$ cat src/rtl/sirq_pkg.sv
package sirq_pkg;
    localparam int SLOTS     = 21;
    localparam int SLOT_W    = 5;
    localparam int ISA_LINES = 16;
    localparam int PCI_LINES = 4;
    localparam int STEP_W    = 2;

    typedef enum logic [1:0] {
        TRK_IDLE,
        TRK_START_TA,
        TRK_DATA,
        TRK_STOP
    } trk_state_e;

    typedef enum logic [1:0] {
        PH_SAMPLE,
        PH_RECOVER,
        PH_TURN
    } phase_e;

    typedef enum logic {
        MODE_CONT,
        MODE_QUIET
    } mode_e;
endpackage

$ cat src/rtl/sirq_slot_map.sv
module sirq_slot_map
    import sirq_pkg::*;
(
    input  logic [ISA_LINES-1:0] isa_irq,
    input  logic                 iochk_req,
    input  logic [PCI_LINES-1:0] pci_int,
    input  logic                 tie_all,
    input  logic                 cb_tie,
    input  logic [STEP_W-1:0]    step,
    output logic [SLOTS-1:0]     slot_vec
);
    logic [PCI_LINES-1:0] merged;
    logic [PCI_LINES-1:0] rotated;

    // merge network: tie_all wins over socket merge
    always_comb begin
        merged = pci_int;
        if (tie_all) begin
            merged    = '0;
            merged[0] = |pci_int;
        end else if (cb_tie) begin
            merged[0] = pci_int[0] | pci_int[1];
            merged[1] = 1'b0;
        end
    end

    // frame j takes merged interrupt (j - step) mod 4
    genvar j;
    generate
        for (j = 0; j < PCI_LINES; j++) begin : g_rot
            localparam logic [STEP_W-1:0] POS = STEP_W'(j);
            assign rotated[j] = merged[POS - step];
        end
    endgenerate

    assign slot_vec = {rotated, iochk_req, isa_irq};
endmodule

$ cat src/rtl/sirq_frame_track.sv
module sirq_frame_track
    import sirq_pkg::*;
#(
    parameter int MIN_START  = 4,
    parameter int CNT_W      = 4,
    parameter int QUIET_STOP = 2,
    parameter int CONT_STOP  = 3
) (
    input  logic              clk,
    input  logic              rst_n,
    input  logic              line_in,
    output trk_state_e        state,
    output phase_e            phase,
    output logic [SLOT_W-1:0] slot,
    output mode_e             mode,
    output logic              start_ev,
    output logic              line_idle
);
    localparam logic [SLOT_W-1:0] LAST_SLOT = SLOT_W'(SLOTS - 1);
    localparam logic [CNT_W-1:0]  START_MIN = CNT_W'(MIN_START);
    localparam logic [CNT_W-1:0]  STOP_Q    = CNT_W'(QUIET_STOP);
    localparam logic [CNT_W-1:0]  STOP_C    = CNT_W'(CONT_STOP);

    typedef struct packed {
        trk_state_e        st;
        phase_e            ph;
        logic [SLOT_W-1:0] slot;
        logic [CNT_W-1:0]  lows;
        mode_e             mode;
    } trk_t;

    trk_t trk_d, trk_q;
    logic start_d;

    always_comb begin
        trk_d   = trk_q;
        start_d = 1'b0;
        unique case (trk_q.st)
            TRK_IDLE: begin
                if (!line_in) begin
                    if (trk_q.lows != '1) trk_d.lows = trk_q.lows + 1'b1;
                end else begin
                    trk_d.lows = '0;
                    if (trk_q.lows >= START_MIN) begin
                        start_d  = 1'b1;
                        trk_d.st = TRK_START_TA;
                    end
                end
            end
            TRK_START_TA: begin
                trk_d.st   = TRK_DATA;
                trk_d.ph   = PH_SAMPLE;
                trk_d.slot = '0;
            end
            TRK_DATA: begin
                unique case (trk_q.ph)
                    PH_SAMPLE:  trk_d.ph = PH_RECOVER;
                    PH_RECOVER: trk_d.ph = PH_TURN;
                    default: begin
                        trk_d.ph = PH_SAMPLE;
                        if (trk_q.slot == LAST_SLOT) begin
                            trk_d.st   = TRK_STOP;
                            trk_d.lows = '0;
                        end else begin
                            trk_d.slot = trk_q.slot + 1'b1;
                        end
                    end
                endcase
            end
            default: begin
                if (!line_in) begin
                    if (trk_q.lows != '1) trk_d.lows = trk_q.lows + 1'b1;
                end else if (trk_q.lows != '0) begin
                    if (trk_q.lows == STOP_Q)      trk_d.mode = MODE_QUIET;
                    else if (trk_q.lows == STOP_C) trk_d.mode = MODE_CONT;
                    trk_d.st   = TRK_IDLE;
                    trk_d.lows = '0;
                end
            end
        endcase
    end

    always_ff @(posedge clk) begin
        if (!rst_n) begin
            trk_q.st   <= TRK_IDLE;
            trk_q.ph   <= PH_SAMPLE;
            trk_q.slot <= '0;
            trk_q.lows <= '0;
            trk_q.mode <= MODE_CONT;
        end else begin
            trk_q <= trk_d;
        end
    end

    assign state     = trk_q.st;
    assign phase     = trk_q.ph;
    assign slot      = trk_q.slot;
    assign mode      = trk_q.mode;
    assign start_ev  = start_d;
    assign line_idle = (trk_q.st == TRK_IDLE) && (trk_q.lows == '0);


    slot_range_chk: assert property (@(posedge clk) disable iff (!rst_n)
        (trk_q.st == TRK_DATA) |-> (trk_q.slot <= LAST_SLOT));


    start_follow_chk: assert property (@(posedge clk) disable iff (!rst_n)
        (trk_q.st == TRK_START_TA) |=>
            (trk_q.st == TRK_DATA && trk_q.slot == '0 && trk_q.ph == PH_SAMPLE));


    mode_hold_chk: assert property (@(posedge clk) disable iff (!rst_n)
        (trk_q.st != TRK_STOP) |=> $stable(trk_q.mode));
endmodule

$ cat src/rtl/sirq_drive.sv
module sirq_drive
    import sirq_pkg::*;
(
    input  logic              clk,
    input  logic              rst_n,
    input  logic              line_in,
    input  trk_state_e        state,
    input  phase_e            phase,
    input  logic [SLOT_W-1:0] slot,
    input  mode_e             mode,
    input  logic              start_ev,
    input  logic              line_idle,
    input  logic [SLOTS-1:0]  slot_vec,
    output logic              line_oe,
    output logic              line_out
);
    typedef struct packed {
        logic [SLOTS-1:0] snap;
        logic             req;
        logic             req_done;
    } drv_t;

    drv_t drv_d, drv_q;
    logic own;
    logic slot_drive;

    always_comb begin
        drv_d     = drv_q;
        drv_d.req = 1'b0;
        if (start_ev) begin
            drv_d.snap     = slot_vec;
            drv_d.req_done = 1'b0;
        end else if (line_idle && line_in && mode == MODE_QUIET &&
                     !drv_q.req_done && !drv_q.req && slot_vec != drv_q.snap) begin
            drv_d.req      = 1'b1;
            drv_d.req_done = 1'b1;
        end
    end

    always_ff @(posedge clk) begin
        if (!rst_n) begin
            drv_q.snap     <= '0;
            drv_q.req      <= 1'b0;
            drv_q.req_done <= 1'b0;
        end else begin
            drv_q <= drv_d;
        end
    end

    assign own        = (slot < SLOT_W'(SLOTS)) ? drv_q.snap[slot] : 1'b0;
    assign slot_drive = (state == TRK_DATA) && own && (phase != PH_TURN);
    assign line_oe    = slot_drive | drv_q.req;
    assign line_out   = slot_drive && (phase == PH_RECOVER);


    req_pulse_chk: assert property (@(posedge clk) disable iff (!rst_n)
        drv_q.req |=> !drv_q.req);


    req_quiet_chk: assert property (@(posedge clk) disable iff (!rst_n)
        drv_q.req |-> (mode == MODE_QUIET));


    turn_release_chk: assert property (@(posedge clk) disable iff (!rst_n)
        (state == TRK_DATA && phase == PH_TURN) |-> !line_oe);
endmodule

$ cat src/rtl/sirq_agent.sv
module sirq_agent
    import sirq_pkg::*;
#(
    parameter int MIN_START  = 4,
    parameter int CNT_W      = 4,
    parameter int QUIET_STOP = 2,
    parameter int CONT_STOP  = 3
) (
    input  logic                 clk,
    input  logic                 rst_n,
    input  logic                 line_in,
    input  logic [ISA_LINES-1:0] isa_irq,
    input  logic                 iochk_req,
    input  logic [PCI_LINES-1:0] pci_int,
    input  logic                 tie_all,
    input  logic                 cb_tie,
    input  logic [STEP_W-1:0]    step,
    output logic                 line_oe,
    output logic                 line_out
);
    logic [SLOTS-1:0]  slot_vec;
    trk_state_e        state;
    phase_e            phase;
    logic [SLOT_W-1:0] slot;
    mode_e             mode;
    logic              start_ev;
    logic              line_idle;

    sirq_slot_map map_i (
        .isa_irq  (isa_irq),
        .iochk_req(iochk_req),
        .pci_int  (pci_int),
        .tie_all  (tie_all),
        .cb_tie   (cb_tie),
        .step     (step),
        .slot_vec (slot_vec)
    );

    sirq_frame_track #(
        .MIN_START (MIN_START),
        .CNT_W     (CNT_W),
        .QUIET_STOP(QUIET_STOP),
        .CONT_STOP (CONT_STOP)
    ) track_i (
        .clk      (clk),
        .rst_n    (rst_n),
        .line_in  (line_in),
        .state    (state),
        .phase    (phase),
        .slot     (slot),
        .mode     (mode),
        .start_ev (start_ev),
        .line_idle(line_idle)
    );

    sirq_drive drive_i (
        .clk      (clk),
        .rst_n    (rst_n),
        .line_in  (line_in),
        .state    (state),
        .phase    (phase),
        .slot     (slot),
        .mode     (mode),
        .start_ev (start_ev),
        .line_idle(line_idle),
        .slot_vec (slot_vec),
        .line_oe  (line_oe),
        .line_out (line_out)
    );
endmodule

$ cat config.mk
export PLATFORM = sky130hd
export DESIGN_NAME = sirq_agent
export DESIGN_NICKNAME = d
export VERILOG_FILES = /design/src/rtl/sirq_pkg.sv /design/src/rtl/sirq_slot_map.sv /design/src/rtl/sirq_frame_track.sv /design/src/rtl/sirq_drive.sv /design/src/rtl/sirq_agent.sv
export SDC_FILE = /design/constraint.sdc
export NUM_CORES = 1
export LEC_CHECK = 0
export BUFFER_PORTS_ARGS = -buffer_cell sky130_fd_sc_hd__buf_4
export CAP_MARGIN = 0
export CELL_PAD_IN_SITES_DETAIL_PLACEMENT = 2
export CELL_PAD_IN_SITES_GLOBAL_PLACEMENT = 2
export CORE_MARGIN = 2
export CORE_UTILIZATION = 37
export DETAILED_ROUTE_END_ITERATION = 8
export GPL_ROUTABILITY_DRIVEN = 0
export PLACE_DENSITY = 0.81
export SYNTH_ARGS = -nofsm -noshare
export SYNTH_HDL_FRONTEND = slang
export SYNTH_HIERARCHICAL = 1
export SYNTH_SLANG_ARGS = --single-unit
$ cat constraint.sdc
create_clock -name clk -period 2.4 [get_ports clk]
set_input_delay 0.24 -clock clk [delete_from_list [all_inputs] [get_ports clk]]
set_output_delay 0.24 -clock clk [all_outputs]
set_load 0.01 [all_outputs]
Word level (Yosys, flattened, before mapping)
Cells that the tools add are included.
{ "totals": {"in_bits": 28, "out_inout_bits": 2, "word_cells": 105, "ff_bits": 37} }
{ "classes": {"bitwise": 5, "n_lt_le_gt_ge": 7, "n_addsub": 6, "n_reduce_logical": 27, "n_eq_ne": 15, "muxes": 37} }
{ "ops": {"columns": ["op", "n"], "rows": [
  ["!= test 21 bit", 1],
  ["two-way mux 2 bit", 10],
  ["two-way mux 4 bit", 4],
  ["one-hot mux 7 bit (2 select lines)", 1],
  ["less-than comparator 2 x 3 -> 1 bit, second input constant", 4],
  ["one-hot mux 4 bit (3 select lines)", 1],
  ["two-way mux 1 bit", 11],
  ["two-way mux 5 bit", 2],
  ["!= test 2 bit, second input constant", 5],
  ["logical AND 1 bit", 9],
  ["two-way mux 9 bit", 1],
  ["binary-select mux 1 bit (select 2 bit)", 4],
  ["== test 4 x 2 -> 1 bit, second input constant", 2],
  ["AND reduction 4 bit", 2],
  ["nonzero test 4 bit", 2],
  ["less-than comparator 5 x 6 -> 1 bit, second input constant", 1],
  ["one-hot mux 2 bit (3 select lines)", 1],
  ["AND reduction 6 bit", 1],
  ["adder 5 x 1 -> 5 bit, second input constant", 1],
  ["binary-select mux 1 bit (select 5 bit)", 1],
  ["== test 5 bit, second input constant", 1],
  ["less-than comparator 5 bit, second input constant", 1],
  ["adder 4 x 1 -> 4 bit, second input constant", 1],
  ["== test 2 x 1 -> 1 bit, second input constant", 2],
  ["other kinds (19)", 28]
]} }

Logic depth before layout (Yosys ltp)
Gate-level depths: netlist of run 1.
{ "depth": {"ltp_word": 8, "depth_mapped": 9, "mapped_depth_nobuf": 8} }

Hierarchy
The synthesis of run 1 kept the hierarchy.
{ "modules_own_cells": {"columns": ["mod", "cells_per_inst", "instances", "area_per_inst_um2", "seq_area_each_um2"], "rows": [
  ["sirq_drive", 134, 1, 1366.3, 460.4],
  ["sirq_frame_track", 124, 1, 1016.0, 280.3],
  ["sirq_slot_map", 39, 1, 311.5, 0.0]
]} }

Worst setup path after synthesis of run 1
No wires, ideal clock.
{ "synth_timing": {"path_kind": "flip-flop to output port", "from": "reg, netlist name track_i/slot[0]", "to": "out line_oe", "n_path_buf": 2, "required_time_ns": 2.160, "path_slack_ns": 0.472, "t_arrival_ns": 1.688, "stages_incl_launch_ff": 8, "cell_sequence": "dfxtp_1 -> buf_4 -> buf_6 -> mux4_1 -> mux2i_1 -> a211o_1 -> a221oi_2 -> or2_1"} }
{ "synth_between": {"elab_chain_len": 6, "word_cells_on_any_way": 7, "cone_classes": "1 x order compare; 3 x mux; 1 x bitwise; 2 x reduce/logical"} }
{ "synth_lines": {"columns": ["item", "line", "text"], "rows": [
  ["binary-select mux 1 bit (select 5 bit)", "sirq_drive.sv:50", "assign own = (slot < SLOT_W'(SLOTS)) ? drv_q.snap[slot] : 1'b0;"],
  ["two-way mux 1 bit (not written as such)", "sirq_drive.sv:50", null],
  ["two-way mux 1 bit (*)", "sirq_drive.sv:50", null],
  ["logical AND 1 bit (*) (2 in a row)", "sirq_drive.sv:51", "assign slot_drive = (state == TRK_DATA) && own && (phase != PH_TURN);"],
  ["bitwise OR 1 bit (*)", "sirq_drive.sv:52", "assign line_oe = slot_drive | drv_q.req;"],
  ["to (decl)", "sirq_agent.sv:18", "output logic line_oe,"]
]} }
Every way passes the cells marked *; elsewhere a longest branch is shown, timed or not. The select of a mux whose other input is x is not followed.

Worst setup path after layout of run 1
{ "layout_timing": {"from": "reg, netlist name track_i/slot[1]", "to": "out line_oe"} }
{ "layout_between": {"elab_chain_len": 6, "word_cells_on_any_way": 7, "cone_classes": "1 x order compare; 3 x mux; 1 x bitwise; 2 x reduce/logical"} }
{ "layout_lines": {"columns": ["item", "line"], "rows": [
  ["binary-select mux 1 bit (select 5 bit)", "sirq_drive.sv:50"],
  ["two-way mux 1 bit (not written as such)", "sirq_drive.sv:50"],
  ["two-way mux 1 bit (*)", "sirq_drive.sv:50"],
  ["logical AND 1 bit (*) (2 in a row)", "sirq_drive.sv:51"],
  ["bitwise OR 1 bit (*)", "sirq_drive.sv:52"]
]} }
Marked as above.

==> run_results.csv, run 1 <==
group,metric,value,unit
status,run_status,"finished, final reports clean",
cts,cts_made_buffers,5,
layout,area_growth,8.360,%
yosys,ys_types,56,
detailed_routing,ant_nets,0,
detailed_routing,drt-total-wl,7176,microns
layout,layout-drive-gt1-share,18.79,%
cts,cts_tree,"done",
detailed_routing,drt_iter0_markers,36,
detailed_routing,viasPerCell,5.340,
layout,n_antenna_cell,0,
yosys,synth_top_family_by_area,"simple AND/OR/NAND/NOR gates",
power,power,1.298,mW
cts,clock_latency,0.30,ns
setup_path,end_kind,"primary output",
detailed_routing,met3_length,220,microns
yosys,synth-adder-area-share,4.645,%
layout,layoutNonFillerInstCount,397,
placement,dp.cells,390,
yosys,synth_compound_area_share,13.28,%
detailed_routing,route.met2.wl,3671,microns
detailed_routing,first_pass_iters,5,
global_route,antenna_found_initial,0,
worst_hold_path,hp-class,"input pin to register",
yosys,avgSynthCellArea,9.070,sq um
yosys,synth-simple-area-share,20.72,%
floorplan,initial_utilization,37.75,%
yosys,synth_cells,297,
layout,fin_nets,336,
global_route,grt_pass1_vias,2281,
cts,hold_buffers,0,
cts,cts_root_buffer,"clkbuf_8",
power,vdd_drop_max,0.2286,mV
power,cellPowerDensity,444.7,mW/mm^2
floorplan,io_pins,30,
global_route,grt_max_degree,32,
layout,final_cell_mix,"dfxtp_1 (35), buf_4 (32), mux2i_1 (28), nor2b_1 (24), xnor2_1 (19)",
global_route,grt_pass1_wl,11650,microns
yosys,ys_ff_latch,37,
yosys,yosys_warnings,6,
global_route,grtUsageTotal,19.31,%
setup_path,cp_max_fo,10,
timing,fin_crit,2.291,ns
timing,fin_skew,0.007340,ns
yosys,yosys.area_share.xor_xnor,6.828,%
detailed_routing,wl_met1,3175,microns
floorplan,rows,31,
yosys,ys_seq_area_share,27.50,%
floorplan,die_h,89.33,microns
floorplan,die-area,0.007979,sq mm
setup_path,arrival,2.05,ns
timing,final_max_slew_viol_count,0,
timing,maxSlewHeadroom,70.77,%
detailed_routing,routed.top_layer,"met4",
timing,worst_pin_slew,0.4384,ns
detailed_routing,drc_errors,0,
cts,clock_path_buffers,2,
setup_path,critPathRequiredTime,2.16,ns
yosys,synth_flop_cell,"dfxtp_1",
timing,post-route-period-util,95.45,%
timing,rsz0062_at_grt,"no",
cts,cts.sinks,37,
global_route,grt-ovfl-total,0,
placement,dp_hpwl,5422,microns
setup_path,critPathLaunchType,"register",
layout,mostFrequentLayoutCell,"dfxtp_1",
yosys,async_reset_ff_share,0,%
detailed_routing,wl_per_cell,18.08,microns
setup_path,worstSetupPathType,"register to primary output",
timing,hold_viol_final,0,
floorplan,core_area,0.007137,sq mm
floorplan,dieWidth,89.33,microns
detailed_routing,vias,2120,
cts,post_cts_buffers,0,
power,power_leakage,0.9839,nW
job,drv_cap,0,
cts,clk_pin_slew,0.08,ns
cts,htree_levels,2,
yosys,synth_nets,335,
layout,post-route-util,40.90,%
timing,finalSetupTns,0,ns
yosys,synthesis.area,0.002694,sq mm
yosys,muxShareOfSynthArea,15.00,%
placement,portBuffers,29,
timing,setup_viol,0,
timing,max_freq,436.5,MHz
yosys,synth_enable_flop_cells,0,
[routing by layer]
layer  vias up  global-route usage [%]
met5         -                       0
met2        35                   34.68
li1       1025                       -
met3        11                   4.247
met4         0                   6.106
met1      1049                   22.78
[cell type report]
type / instances / area [sq um]
fillers: 806 / 4218
inverters: 12 / 45.04
multi-input cells: 209 / 1638
flip-flops and latches: 37 / 748.2
repair buffers: 33 / 260.3
clock buffers: 5 / 68.82
well taps: 99 / 123.9
clock inverters: 2 / 35.03
[cells by family (layout without fill, tap and decap cells)]
family / Yosys count / after routing
buffers and inverters: 51 / 52
AOI/OAI and AO/OA: 45 / 45
xor gates and xnor gates: 21 / 21
muxes: 35 / 35
adders and majority gates: 10 / 10
DFF: 37 / 37
and+or+nand+nor: 98 / 98
[critical path: stages (launching register included)]
cell      delay (ns)
dfxtp_4         0.41
mux4_1          0.58
mux2i_1         0.16
a211o_1         0.17
a221oi_2        0.05
or2_1           0.24
buf_4           0.14
[report_power, final]
group          switching [mW]  internal (mW)
sequential            0.00288          0.613
clock                   0.241          0.302
combinational          0.0684         0.0703
total                   0.312          0.986
[sequential cells by signal (all words and copies together) (netlist names)]
| name | flops |
|---|---|
| track_i/phase | 2 |
| track_i/slot | 5 |
| track_i/mode | 1 |
| track_i/state | 2 |
| drive_i/drv_q | 23 |
| track_i/trk_q | 4 |
[final timing paths]
check / startpoint / slack (ns) / cells after the start / end
worst max-delay path: track_i/slot[1]$_SDFFE_PN0P_ / 0.11 / 6 / line_oe
worst min register to register: track_i/mode$_SDFFE_PN0P_ / 0.47 / 2 / track_i/mode$_SDFFE_PN0P_
worst min-delay path: isa_irq[0] / 0.21 / 3 / drive_i/drv_q[2]$_SDFFE_PN0P_
worst max register to register: track_i/state[0]$_SDFFE_PN0P_ / 0.40 / 6 / track_i/slot[4]$_SDFFE_PN0P_
[per-stage QoR]
stage                     cell area (sq um)  hold slack [ns]  worst slack [ns]
after floorplan                        2694           0.3682            0.4721
after global placement                 2801           0.4464            0.3100
after detailed placement               2801           0.4554            0.2288
after CTS                              2908           0.2093           0.05461
after global routing                   2919           0.2168           0.01611
final                                  2919           0.2133            0.1091
[synthesized netlist by cell type (all sizes together) (5+ instances only)]
| master | count | area [sq um] |
|---|---|---|
| nor3 | 9 | 45.04 |
| nand4 | 7 | 43.79 |
| nand2 | 14 | 52.55 |
| ha | 10 | 125.1 |
| buf | 34 | 259.0 |
| dfxtp | 37 | 740.7 |
| inv | 11 | 41.29 |
| nor2 | 10 | 40.04 |
| nor2b | 24 | 150.1 |
| mux2i | 28 | 280.3 |
| clkbuf | 5 | 20.01 |
| nand2b | 8 | 50.05 |
| nand3 | 7 | 35.03 |
| xnor2 | 19 | 166.4 |
| o21ai | 7 | 38.78 |
| a21oi | 10 | 50.05 |
[repair_timing]
action	CTS	global route
gates resized for setup	2	4
pin swaps	0	1
cloned	0	0
endpoints found under the setup margin	2	2
Note: power is estimated with default switching activity, not from simulation.
==> run 2: changes to the inputs <==
- BUFFER_PORTS_ARGS: -buffer_cell sky130_fd_sc_hd__buf_4 -> -buffer_cell sky130_fd_sc_hd__buf_2
==> run_results.csv, run 2 (synthesized netlist as in run 1, its figures left out) <==
group,metric,value,unit
global_route,grtUsageTotal,19.63,%
placement,dp.cells,392,
floorplan,initial_utilization,37.75,%
floorplan,die-area,0.007979,sq mm
global_route,grt-ovfl-total,0,
layout,mostFrequentLayoutCell,"dfxtp_1",
cts,htree_levels,2,
layout,max_flop_register,"drive_i/drv_q",
power,cellPowerDensity,444.0,mW/mm^2
floorplan,rows,31,
setup_path,worstSetupPathType,"register to primary output",
power,vdd_drop_max,0.2050,mV
timing,setup_viol,0,
layout,reg.largest.list,"drive_i/drv_q (23), track_i/slot (5), track_i/trk_q (4)",
cts,hold_buffers,0,
timing,hold_viol_final,0,
timing,rsz0062_at_grt,"yes",
layout,area_growth,7.292,%
detailed_routing,viasPerCell,5.386,
layout,layout-drive-gt1-share,21.45,%
detailed_routing,first_pass_iters,4,
floorplan,io_pins,30,
timing,worst_pin_slew,0.4884,ns
layout,largest_register_ffs,23,
cts,cts_root_buffer,"clkbuf_8",
setup_path,r2r_cells,8,
setup_path,end_kind,"primary output",
power,power_leakage,0.9772,nW
setup_path,r2r_start,"track_i/slot[0]$_SDFFE_PN0P_",
job,drv_cap,0,
layout,seq_area,749.5,sq um
setup_path,critPathLaunchType,"register",
floorplan,core_area,0.007137,sq mm
layout,n_antenna_cell,0,
global_route,grt_pass1_wl,11940,microns
worst_hold_path,hp-class,"input pin to register",
setup_path,worstSetupEndpoint,"line_out",
cts,cts.sinks,37,
layout,fin_nets,341,
detailed_routing,drt_iter0_markers,41,
timing,finalSetupTns,0,ns
layout,layoutNonFillerInstCount,402,
floorplan,die_h,89.33,microns
status,run_status,"finished, final reports clean",
timing,final_max_slew_viol_count,0,
global_route,grt_pass1_vias,2358,
cts,cts_tree,"done",
floorplan,dieWidth,89.33,microns
setup_path,crit_start,"track_i/slot[0]$_SDFFE_PN0P_",
power,power,1.283,mW
cts,clock_latency,0.30,ns
layout,final_cell_mix,"dfxtp_1 (34), buf_2 (29), mux2i_1 (27), nor2b_1 (24), xnor2_1 (19)",
timing,fin_skew,0.007147,ns
cts,clk_pin_slew,0.08,ns
setup_path,critPathRequiredTime,2.16,ns
placement,dp_hpwl,5581,microns
detailed_routing,wl_per_cell,18.18,microns
layout,multiInputGateArea,0.001635,sq mm
setup_path,cp_max_fo,7,
cts,clock_path_buffers,2,
setup_path,arrival,2.06,ns
placement,portBuffers,29,
detailed_routing,drc_errors,0,
cts,cts_made_buffers,5,
timing,setup_ws,0.1016,ns
global_route,grt_max_degree,23,
setup_path,reg2reg_to,"track_i/slot[3]$_SDFFE_PN0P_",
timing,post-route-period-util,95.76,%
global_route,antenna_found_initial,0,
setup_path,reg2reg_slack,0.40,ns
detailed_routing,ant_nets,0,
layout,num-fill-cells,834,
timing,fin_crit,2.298,ns
detailed_routing,vias,2165,
placement,dp_slack,0.1683,ns
timing,max_freq,435.1,MHz
timing,maxSlewHeadroom,67.15,%
detailed_routing,drt-total-wl,7307,microns
## run 2: changes by cell type in the layout (fill, tap and decap cells not counted), sizes merged
cell  change
buf       +5
## run 2: what timing repair did
item | 4_1_cts | 5_1_grt
setup endpoints to repair | 2 | 2
buffers inserted | 2 | 1
resized for setup | 5 | 7
pin swaps | 1 | 4
## run 2: metrics by stage
stage               area, sq um  util (%)  hold WS, ns
floorplan                  2694         -       0.3682
global placement           2744     38.45       0.4440
detailed placement         2744     38.45       0.4540
CTS                        2874     40.27       0.2286
global route               2890     40.50       0.2429
finish                     2890     40.50       0.2242
## run 2: how the worst min path moves through the flow
stage                                  start                        endpoint  cells past startpoint
2_1_floorplan                          rst_n  drive_i/drv_q[15]$_SDFFE_PN0P_                      1
3_3_place_gp   drive_i/drv_q[0]$_SDFFE_PP0P_   drive_i/drv_q[0]$_SDFFE_PP0P_                      1
3_5_place_dp   drive_i/drv_q[0]$_SDFFE_PP0P_   drive_i/drv_q[0]$_SDFFE_PP0P_                      1
4_1_cts                            iochk_req  drive_i/drv_q[18]$_SDFFE_PN0P_                      3
5_1_grt                          isa_irq[10]  drive_i/drv_q[12]$_SDFFE_PN0P_                      3
6_report                           iochk_req  drive_i/drv_q[18]$_SDFFE_PN0P_                      3
## run 2: routing by layer
| layer | part of all wire (%) | routed length, microns | vias up | global-route usage (%) |
|---|---|---|---|---|
| met3 | 2.7 | 200 | 9 | 2.955 |
| met1 | 44 | 3210 | 1088 | 23.82 |
| met4 | 1.4 | 102 | 0 | 5.834 |
| met5 | 0 | 0 | - | 0 |
| li1 | - | - | 1034 | - |
| met2 | 52 | 3794 | 34 | 35.62 |
## run 2: final cells by class
type / instances / share of cell area [%]
Clock inverter: 2 / 1.212
Timing Repair Buffer: 38 / 8.052
Clock buffer: 5 / 2.381
Tap cell: 99 / 4.286
Multi-Input combinational cell: 209 / 56.58
Inverter: 12 / 1.558
Sequential cell: 37 / 25.93
## run 2: worst max-delay path, stage by stage, from the launching register on
cell and delay, ns:
dfxtp_4 0.36, buf_6 0.14, mux4_2 0.22, mux2i_2 0.09
a211o_1 0.34, a221oi_2 0.27, and3b_1 0.22, buf_2 0.13
## run 2: report_power, final
group | total, mW | leakage, nW | internal, mW | switching, mW
Clock | 0.540 | 0.0540 | 0.302 | 0.238
Sequential | 0.616 | 0.300 | 0.613 | 0.00288
Combinational | 0.127 | 0.623 | 0.0584 | 0.0683
==> run 3: changes to the inputs <==
- PLACE_DENSITY: 0.81 -> 0.84
- SYNTH_HIERARCHICAL: 1 -> default
- clock period: 2.4 -> 2.9 ns (I/O delays scaled with it)
==> run_results.csv, run 3 <==
group,metric,value,unit
status,run_status,"finished, final reports clean",
timing,finalSetupTns,0,ns
yosys,ys_types,45,
timing,fin_skew,0.01355,ns
power,power,1.079,mW
layout,fin_nets,327,
setup_path,reg2reg_to,"track_i.trk_q[4]$_SDFFE_PN0P_",
setup_path,critPathLaunchType,"register",
yosys,netlist.area_leader.share,33.15,%
layout,layout-drive-gt1-share,15.46,%
layout,postLayoutCellArea,0.002545,sq mm
floorplan,core_area,0.005886,sq mm
cts,clock_latency,0.29,ns
cts,cts.sinks,37,
yosys,synth_cells,266,
setup_path,worstSetupEndpoint,"line_oe",
setup_path,reg2reg_slack,0.71,ns
power,power_leakage,0.9646,nW
timing,maxSlewHeadroom,60.66,%
power,vdd_drop_max,0.2820,mV
cts,htree_levels,2,
global_route,grtUsageTotal,21.27,%
yosys,synthesis.area,0.002235,sq mm
timing,max_freq,383.6,MHz
floorplan,initial_utilization,37.97,%
layout,num-fill-cells,676,
placement,portBuffers,29,
floorplan,die_h,81.72,microns
setup_path,worstSetupPathType,"register to primary output",
global_route,grt_pass1_vias,2097,
placement,place_area,0.002429,sq mm
cts,post_cts_resized,0,
layout,mostFrequentLayoutCell,"nand2_1",
detailed_routing,first_pass_iters,4,
yosys,synth_top_area_cell,"dfxtp_1",
setup_path,worst_path_max_delay_cell,"dfxtp_1",
setup_path,critPathRequiredTime,2.61,ns
global_route,antenna_found_initial,0,
layout,reg.largest.list,"drive_i.drv_q (23), track_i.slot (5), track_i.trk_q (4)",
power,cellPowerDensity,424.1,mW/mm^2
yosys,synth_area_leaders,"dfxtp_1 (33%), nand2_1 (8.7%), xnor2_1 (7.1%)",
yosys,yosysMostFrequentCell,"nand2_1",
floorplan,die-area,0.006677,sq mm
cts,cts_root_buffer,"clkbuf_8",
cts,cts_made_buffers,5,
setup_path,crit_path_max_incr_delay,0.61,ns
detailed_routing,viasPerCell,5.407,
setup_path,end_kind,"primary output",
yosys,ys_seq_area_share,33.15,%
floorplan,rows,28,
setup_path,cp_max_fo,10,
setup_path,r2r_start,"track_i.slot[0]$_SDFFE_PN0P_",
detailed_routing,vias,1979,
cts,clock_path_buffers,2,
cts,cts_tree,"done",
job,drv_cap,0,
setup_path,r2r_cells,8,
timing,hold_viol_final,0,
yosys,avgSynthCellArea,8.401,sq um
timing,rsz0062_at_grt,"no",
layout,largest_register_ffs,23,
timing,final_max_slew_viol_count,0,
detailed_routing,wl_per_cell,17.46,microns
detailed_routing,drt-total-wl,6389,microns
global_route,grt-ovfl-total,0,
detailed_routing,drc_errors,0,
timing,hold_ws,0.2597,ns
setup_path,arrival,2.32,ns
timing,setup_viol,0,
layout,area_growth,13.89,%
timing,worst_pin_slew,0.5857,ns
cts,hold_buffers,0,
detailed_routing,ant_nets,0,
timing,fin_crit,2.607,ns
global_route,grt_pass1_wl,10690,microns
yosys,yosys_warnings,0,
worst_hold_path,hp-class,"input pin to register",
cts,clk_pin_slew,0.08,ns
global_route,grt_max_degree,33,
layout,max_flop_register,"drive_i.drv_q",
cts,post_cts_buffers,0,
timing,post-route-period-util,89.90,%
yosys,netlist_top_cells_count,"nand2_1 (52), dfxtp_1 (37), a21boi_0 (19), xnor2_1 (18), inv_1 (11)",
layout,final_cell_mix,"nand2_1 (52), dfxtp_1 (37), buf_2 (29), a21boi_0 (19), xnor2_1 (18)",
floorplan,dieWidth,81.72,microns
setup_path,crit_chain,"mux4_2 -> mux2i_1 -> nor2_1 -> a21oi_1 -> o21ai_0 -> a31o_2 -> buf_2",
yosys,synth_flop_cell,"dfxtp_1",
placement,dp_hpwl,4711,microns
setup_path,crit_start,"track_i.slot[0]$_SDFFE_PN0P_",
yosys,ys_ff_latch,37,
yosys,synth_enable_flop_cells,0,
layout,post-route-util,43.24,%
floorplan,io_pins,30,
yosys,synth_nets,303,
yosys,async_reset_ff_share,0,%
layout,n_antenna_cell,0,
detailed_routing,drt_iter0_markers,67,
[run 3: cell count changes after synthesis, sizes merged, moves of 5 or more]
| cell | delta |
|---|---|
| buf | -31 |
| a21boi | +16 |
| clkbuf | +5 |
| mux2i | -24 |
| nor2b | -19 |
| xor2 | +5 |
| nand2 | +38 |
[run 3: logic make-up (layout without fill, tap and decap cells)]
family / count (synthesis) / after routing / synth area share (%)
flip-flops: 37 / 37 / 33.15
AO/OA/AOI/OAI: 54 / 54 / 17.86
adder cells (fa/ha/maj): 9 / 9 / 5.039
XOR/XNOR: 25 / 25 / 9.798
AND/OR/NAND/NOR: 109 / 109 / 24.13
buffers and inverters: 24 / 49 / 4.199
multiplexers: 8 / 8 / 5.823
[run 3: routing by layer]
layer  wire (microns)  track usage (%)  up-vias
met1             3038            27.95      982
met4               41            4.500        0
li1                 -                -      972
met2             3193            36.89       21
met3              115            3.297        4
met5                0                0        -
[run 3: worst min path at each step]
stage	start	to	slack, ns	depth (start not counted)
global placement	drive_i.drv_q[0]$_SDFFE_PP0P_	drive_i.drv_q[0]$_SDFFE_PP0P_	0.47	2
detailed placement	drive_i.drv_q[0]$_SDFFE_PP0P_	drive_i.drv_q[0]$_SDFFE_PP0P_	0.48	2
global route	isa_irq[2]	drive_i.drv_q[4]$_SDFFE_PN0P_	0.27	3
CTS	isa_irq[9]	drive_i.drv_q[11]$_SDFFE_PN0P_	0.26	3
finish	isa_irq[14]	drive_i.drv_q[16]$_SDFFE_PN0P_	0.26	3
floorplan	isa_irq[8]	drive_i.drv_q[10]$_SDFFE_PN0P_	0.43	2
[run 3: power breakdown]
part	internal [mW]	switching (mW)
sequential	0.510	0.00247
combinational	0.0427	0.0543
clock	0.281	0.190
total	0.833	0.246
[run 3: area by class of cell]
cell class,count,area [sq um],area share [%]
clock buffer,7,86.33,3.392
sequential,37,740.7,29.11
timing repair buffer,30,152.6,5.998
tap,75,93.84,3.687
multi-input combinational,205,1400,55.01
inverter,11,41.29,1.622
clock inverter,1,30.03,1.180
[run 3: critical path, delay by kind of cell (launching register included)]
kind                   cells  cell delay [ns]
multiplexers               2             0.70
flip-flops                 1             0.61
AO/OA/AOI/OAI              3             0.52
buffers and inverters      1             0.13
AND/OR/NAND/NOR            1             0.06
[run 3: stage by stage]
stage	cells	setup slack [ns]
floorplan	266	0.9633
global placement	358	0.6738
detailed placement	358	0.5825
CTS	366	0.2620
global route	366	0.1483
finish	366	0.2929
